[src/rtl/dag_pkg.sv]
package dag_pkg;
  localparam int NDEV      = 3;
  localparam int FIRST_DEV = 2;
  localparam int TGT_W     = 3;

  typedef enum logic [TGT_W-1:0] {
    TGT_CTRL   = 3'd0,
    TGT_STAT   = 3'd1,
    TGT_DMAC   = 3'd2,
    TGT_LPCIO  = 3'd3,
    TGT_LPCMEM = 3'd4
  } tgt_e;

  // Control bit that permits writes to device d during activity
  function automatic int wr_pos(int d);
    case (d)
      0:       return 17;
      1:       return 3;
      default: return 1;
    endcase
  endfunction

  // Control bit that permits reads of device d during activity
  function automatic int rd_pos(int d);
    case (d)
      0:       return 16;
      1:       return 2;
      default: return 0;
    endcase
  endfunction
endpackage

[src/rtl/dag_ctrl_regs.sv]
module dag_ctrl_regs #(
  parameter int DW = 32
) (
  input  logic          clk,
  input  logic          rst,
  input  logic          wr_ctrl,
  input  logic          wr_stat,
  input  logic [DW-1:0] wdata,
  input  logic          set_block,
  output logic [DW-1:0] ctrl,
  output logic          sticky
);
  import dag_pkg::*;

  localparam logic [DW-1:0] WMASK = (DW'(1) << wr_pos(0)) | (DW'(1) << rd_pos(0)) |
                                    (DW'(1) << wr_pos(1)) | (DW'(1) << rd_pos(1)) |
                                    (DW'(1) << wr_pos(2)) | (DW'(1) << rd_pos(2));

  always_ff @(posedge clk) begin
    if (rst) begin
      ctrl   <= '0;
      sticky <= 1'b0;
    end else begin
      if (wr_ctrl)
        ctrl <= wdata & WMASK;
      if (set_block)
        sticky <= 1'b1;
      else if (wr_stat && wdata[0])
        sticky <= 1'b0;
    end
  end
endmodule

[src/rtl/dag_policy.sv]
module dag_policy #(
  parameter int DW = 32
) (
  input  logic                        req_valid,
  input  logic                        req_write,
  input  logic [dag_pkg::TGT_W-1:0]   req_target,
  input  logic [DW-1:0]               ctrl,
  input  logic                        dma_act,
  input  logic                        lpc_act,
  output logic [dag_pkg::NDEV-1:0]    dev_hit,
  output logic                        blocked,
  output logic                        pass
);
  import dag_pkg::*;

  logic [NDEV-1:0] lock;

  for (genvar g = 0; g < NDEV; g++) begin : g_dev
    logic act;
    logic en;
    assign dev_hit[g] = req_valid && (req_target == TGT_W'(FIRST_DEV + g));
    if (g == 0) begin : g_dmac
      assign act = dma_act;
    end else begin : g_lpc
      assign act = lpc_act;
    end
    assign en      = req_write ? ctrl[wr_pos(g)] : ctrl[rd_pos(g)];
    assign lock[g] = dev_hit[g] & act & ~en;
  end

  assign blocked = |lock;
  assign pass    = (|dev_hit) & ~blocked;
endmodule

[src/rtl/dag_resp.sv]
module dag_resp #(
  parameter int DW   = 32,
  parameter int NDEV = 3
) (
  input  logic            clk,
  input  logic            rst,
  input  logic            req_valid,
  input  logic            req_write,
  input  logic [DW-1:0]   req_wdata,
  input  logic [NDEV-1:0] dev_hit,
  input  logic            pass,
  input  logic            blocked,
  input  logic            local_hit,
  input  logic [DW-1:0]   local_rdata,
  input  logic [DW-1:0]   dev_rdata,
  input  logic            trap_enable,
  input  logic            error_enable,
  output logic [NDEV-1:0] dev_cs,
  output logic            dev_we,
  output logic [DW-1:0]   dev_wdata,
  output logic            rsp_valid,
  output logic [DW-1:0]   rsp_rdata,
  output logic            trap_pulse,
  output logic            error_pulse
);
  logic          from_dev_q;
  logic [DW-1:0] rdata_q;

  always_ff @(posedge clk) begin
    if (rst) begin
      dev_cs      <= '0;
      dev_we      <= 1'b0;
      dev_wdata   <= '0;
      rsp_valid   <= 1'b0;
      from_dev_q  <= 1'b0;
      rdata_q     <= '0;
      trap_pulse  <= 1'b0;
      error_pulse <= 1'b0;
    end else begin
      dev_cs      <= pass ? dev_hit : '0;
      dev_we      <= pass & req_write;
      dev_wdata   <= (pass & req_write) ? req_wdata : '0;
      rsp_valid   <= req_valid & ~req_write;
      from_dev_q  <= pass & ~req_write;
      rdata_q     <= blocked ? '1 : (local_hit ? local_rdata : '0);
      trap_pulse  <= blocked & trap_enable;
      error_pulse <= blocked & error_enable;
    end
  end

  assign rsp_rdata = from_dev_q ? dev_rdata : rdata_q;
endmodule

[src/rtl/dma_access_guard.sv]
module dma_access_guard #(
  parameter int DW = 32
) (
  input  logic          clk,
  input  logic          rst,
  input  logic          req_valid,
  input  logic          req_write,
  input  logic [2:0]    req_target,
  input  logic [DW-1:0] req_wdata,
  input  logic          dma_xfer_active,
  input  logic          lpc_dma_active,
  input  logic          trap_enable,
  input  logic          error_enable,
  input  logic [DW-1:0] dev_rdata,
  output logic [2:0]    dev_cs,
  output logic          dev_we,
  output logic [DW-1:0] dev_wdata,
  output logic          rsp_valid,
  output logic [DW-1:0] rsp_rdata,
  output logic          trap_pulse,
  output logic          error_pulse,
  output logic          blocked_flag
);
  import dag_pkg::*;

  logic [DW-1:0]   ctrl_q;
  logic            sticky_q;
  logic [NDEV-1:0] dev_hit;
  logic            blocked;
  logic            pass;
  logic            hit_ctrl;
  logic            hit_stat;
  logic [DW-1:0]   local_rdata;

  assign hit_ctrl    = req_target == TGT_CTRL;
  assign hit_stat    = req_target == TGT_STAT;
  assign local_rdata = hit_ctrl ? ctrl_q : {{(DW-1){1'b0}}, sticky_q};

  dag_ctrl_regs #(.DW(DW)) regs_i (
    .clk       (clk),
    .rst       (rst),
    .wr_ctrl   (req_valid & req_write & hit_ctrl),
    .wr_stat   (req_valid & req_write & hit_stat),
    .wdata     (req_wdata),
    .set_block (blocked),
    .ctrl      (ctrl_q),
    .sticky    (sticky_q)
  );

  dag_policy #(.DW(DW)) policy_i (
    .req_valid  (req_valid),
    .req_write  (req_write),
    .req_target (req_target),
    .ctrl       (ctrl_q),
    .dma_act    (dma_xfer_active),
    .lpc_act    (lpc_dma_active),
    .dev_hit    (dev_hit),
    .blocked    (blocked),
    .pass       (pass)
  );

  dag_resp #(.DW(DW), .NDEV(NDEV)) resp_i (
    .clk          (clk),
    .rst          (rst),
    .req_valid    (req_valid),
    .req_write    (req_write),
    .req_wdata    (req_wdata),
    .dev_hit      (dev_hit),
    .pass         (pass),
    .blocked      (blocked),
    .local_hit    (hit_ctrl | hit_stat),
    .local_rdata  (local_rdata),
    .dev_rdata    (dev_rdata),
    .trap_enable  (trap_enable),
    .error_enable (error_enable),
    .dev_cs       (dev_cs),
    .dev_we       (dev_we),
    .dev_wdata    (dev_wdata),
    .rsp_valid    (rsp_valid),
    .rsp_rdata    (rsp_rdata),
    .trap_pulse   (trap_pulse),
    .error_pulse  (error_pulse)
  );

  assign blocked_flag = sticky_q;
endmodule

[config.mk]
export PLATFORM = sky130hd
export DESIGN_NAME = dma_access_guard
export DESIGN_NICKNAME = d
export VERILOG_FILES = /design/src/rtl/dag_pkg.sv /design/src/rtl/dag_ctrl_regs.sv /design/src/rtl/dag_policy.sv /design/src/rtl/dag_resp.sv /design/src/rtl/dma_access_guard.sv
export SDC_FILE = /design/constraint.sdc
export NUM_CORES = 1
export LEC_CHECK = 0
export BUFFER_PORTS_ARGS = -buffer_cell sky130_fd_sc_hd__buf_2
export CAP_MARGIN = 20
export CORE_AREA = 2 2 68 103
export CTS_BUF_LIST = sky130_fd_sc_hd__clkbuf_8 sky130_fd_sc_hd__clkbuf_16
export DETAILED_ROUTE_END_ITERATION = 10
export DIE_AREA = 0 0 70 105
export GPL_ROUTABILITY_DRIVEN = 0
export PLACE_DENSITY = 0.72
export SKIP_LAST_GASP = 1
export SLEW_MARGIN = 40
export SYNTH_ARGS = -nofsm -noshare
export SYNTH_HDL_FRONTEND = slang
export SYNTH_SLANG_ARGS = --single-unit
[constraint.sdc]
create_clock -name clk -period 1.45 [get_ports clk]
set_clock_uncertainty 0.1 [all_clocks]
set_input_delay 0 -clock clk [delete_from_list [all_inputs] [get_ports clk]]
set_output_delay 0 -clock clk [all_outputs]
set_load 0.01 [all_outputs]
==> flow_summary.json <==
{
  "p_seq_share_pct": 51.4,
  "syn_to_final_growth_pct": 69.55,
  "ys_warn_count": 0,
  "layout_setup_ws_ps": -28.65,
  "holdWs_ps": 16.46,
  "clk_pin_slew_ps": 100,
  "place_ws_ps": -128.4,
  "cp_max_fo": 8,
  "first_pass_iters": 4,
  "vias_per_cell": 4.542,
  "fin_crit_sh_pct": 102.0,
  "grt_usage_pct": 18.13,
  "end_kind": "register",
  "cts-buffers-inserted": 5,
  "final_common_cell": "buf_2",
  "finalPower_w": 0.002954,
  "drive_above_1_share_pct": 50.44,
  "clock.fmax_mhz": 676.3,
  "via_count": 2407,
  "die_x_um": 70,
  "worstPathArrival_ps": 1610,
  "hp-class": "in2reg",
  "avgSynthCellArea_sq_um": 9.053,
  "syn_inst": 251,
  "setup_viol": 23,
  "start_kind": "register",
  "r2r-end": "resp_i.dev_wdata[8]",
  "final_cell_mix": "buf_2, nand2_1, dfxtp_1",
  "grt_start_max_net_pins": 27,
  "ir_worst_vdd_mv": 0.8281,
  "period_needed_ps": 1479,
  "drt-total-wl_um": 6970,
  "reg2regPathDepth": 5,
  "ys_seq_area_share_pct": 47.58,
  "wire_per_inst_um": 13.15,
  "hpwl_um": 4481,
  "drv_slew": 0,
  "ctsLongestPathBuffers": 2,
  "grt_pass1_vias": 2388,
  "critPathLaunch": "regs_i.ctrl[2]",
  "r2r_start": "regs_i.ctrl[2]",
  "placed_cell_area_sq_mm": 0.003129,
  "cts_tree": "done",
  "status": "finished, violations left",
  "r2r_slack_ps": -30,
  "fin_util_pct": 60.23,
  "port_buffers": 146,
  "cp.required_ps": 1580,
  "cap_violations": 0,
  "syn-num-nets": 326,
  "clock-sinks": 54,
  "drc": 0,
  "p_sw_share_pct": 24.73,
  "hold_violations": 0,
  "postRouteAntennaNets": 0,
  "p_clk_share_pct": 31.3,
  "die_y_um": 105,
  "design_area_sq_mm": 0.003852,
  "synth_edf_count": 0,
  "antenna_found_initial": 0,
  "synthesis.area_sq_mm": 0.002272,
  "rsz0062_at_grt": "yes",
  "die_area_sq_mm": 0.007350,
  "worst-setup-path-type": "reg2reg",
  "worstMarginPinSlew_ps": 404.7,
  "synth.distinct_cells": 28,
  "fillers": 534,
  "combPwrFrac_pct": 17.4,
  "cts_root_buffer": "clkbuf_8",
  "clkLatencyLatePin_ps": 300,
  "antennaDiodeCount": 0,
  "grt-ovfl-total": 0,
  "worstSetupEndpoint": "resp_i.dev_wdata[8]",
  "initial_core_util_pct": 35.52,
  "drtIter0Drc": 46,
  "synth_flop_cell": "dfxtp_1",
  "rows": 36,
  "ys_seq_elements": 54,
  "io_pins": 147,
  "max-slew-margin-rel_pct": 72.94,
  "p_sw_w": 0.0007306,
  "p_per_area_mw_per_mm2": 766.8,
  "core_area_sq_mm": 0.006396,
  "nNetsFinal": 528,
  "ys_async_sr_fraction_pct": 0,
  "htree_levels": 2,
  "p_leak_nw": 2.211,
  "violations": "setup timing",
  "grt_first_pass_wirelength_um": 10770,
  "internal_power_w": 0.002223
}
## cell usage after synthesis (all sizes together), types with 2 or more instances
cell type  number  share of area, %
a21oi           7               1.5
buf            10               4.5
clkbuf          9               1.5
dfxtp          54                48
inv            32               5.3
mux2            6               3.0
mux2i          10               4.4
nand2          60               9.9
nand3           2              0.44
nor2           10               1.7
nor3           33                14
nor3b           5               1.7
## final cells by class
class | instances | area (sq um) | share of cell area, %
clock inverters | 1 | 8.758 | 0.2273
repair buffers | 214 | 1424 | 36.96
well taps | 76 | 95.09 | 2.468
multi-input cells | 146 | 1023 | 26.57
clock buffers | 7 | 96.34 | 2.501
inverters | 32 | 120.1 | 3.118
flip-flops and latches | 54 | 1085 | 28.16
## critical path, stage by stage (launching register included)
cell and delay, ps:
dfxtp_2 340, mux2i_1 70, a32o_2 270, a21bo_4 280, buf_12 170, nor3_4 160
## logic make-up after synthesis
group | count (synthesis) | synth area share [%]
AO/OA/AOI/OAI | 12 | 3.579
flip-flops | 54 | 47.58
multiplexers | 16 | 7.379
buffers and inverters | 51 | 11.29
AND/OR/NAND/NOR | 118 | 30.18
## per-layer routing
metal	vias up	GRT usage (%)	wire length [um]
met5	-	0	0
met4	0	7.555	179
met3	14	4.629	514
met2	108	35.78	3885
met1	1091	17.07	2390
li1	1194	-	-
## registers in the layout, indices dropped and copies added (netlist names)
register and flops:
regs_i.sticky 1, resp_i.from_dev_q 1, regs_i.ctrl 6, resp_i.rdata_q 7
resp_i.dev_cs 3, resp_i.dev_we 1, resp_i.error_pulse 1, resp_i.dev_wdata 32
resp_i.rsp_valid 1, resp_i.trap_pulse 1
## power groups by stage
stage / clock network (W) / registers (W) / logic, W
global placement: 0 / 0.00155 / 0.000366
CTS: 0.000942 / 0.00152 / 0.000485
global route: 0.00101 / 0.00152 / 0.000554
finish: 0.000924 / 0.00152 / 0.000513
detailed placement: 0 / 0.00155 / 0.000374
floorplan: 0 / 0.00156 / 0.000173
## worst min-delay path by stage
| stage | from | to | slack, ps | cells after the start |
|---|---|---|---|---|
| 2_1_floorplan | rst | resp_i.from_dev_q | -20 | 1 |
| 3_3_place_gp | lpc_dma_active | resp_i.dev_cs[1] | 130 | 2 |
| 3_5_place_dp | req_wdata[18] | resp_i.dev_wdata[18] | 140 | 3 |
| 4_1_cts | req_target[0] | resp_i.dev_cs[1] | 2 | 4 |
| 5_1_grt | req_target[0] | resp_i.dev_cs[1] | 20 | 4 |
| 6_report | req_target[0] | resp_i.dev_cs[1] | 20 | 4 |
## per-stage QoR
| step | TNS [ps] | std cells |
|---|---|---|
| after floorplan | 0 | 251 |
| after global placement | -408.3 | 473 |
| after detailed placement | -1480 | 473 |
| after CTS | -65.73 | 525 |
| after global routing | -2154 | 530 |
| final | -184.0 | 530 |
## timing repair
item	in CTS	in global routing
pin swaps	2	6
buffers inserted	1	4
endpoints found under the hold margin	46	0
cloned	2	1
resized for setup	12	14
setup endpoints to repair	48	70
hold buffers	41	0
Power figures use the tool's default switching activity.
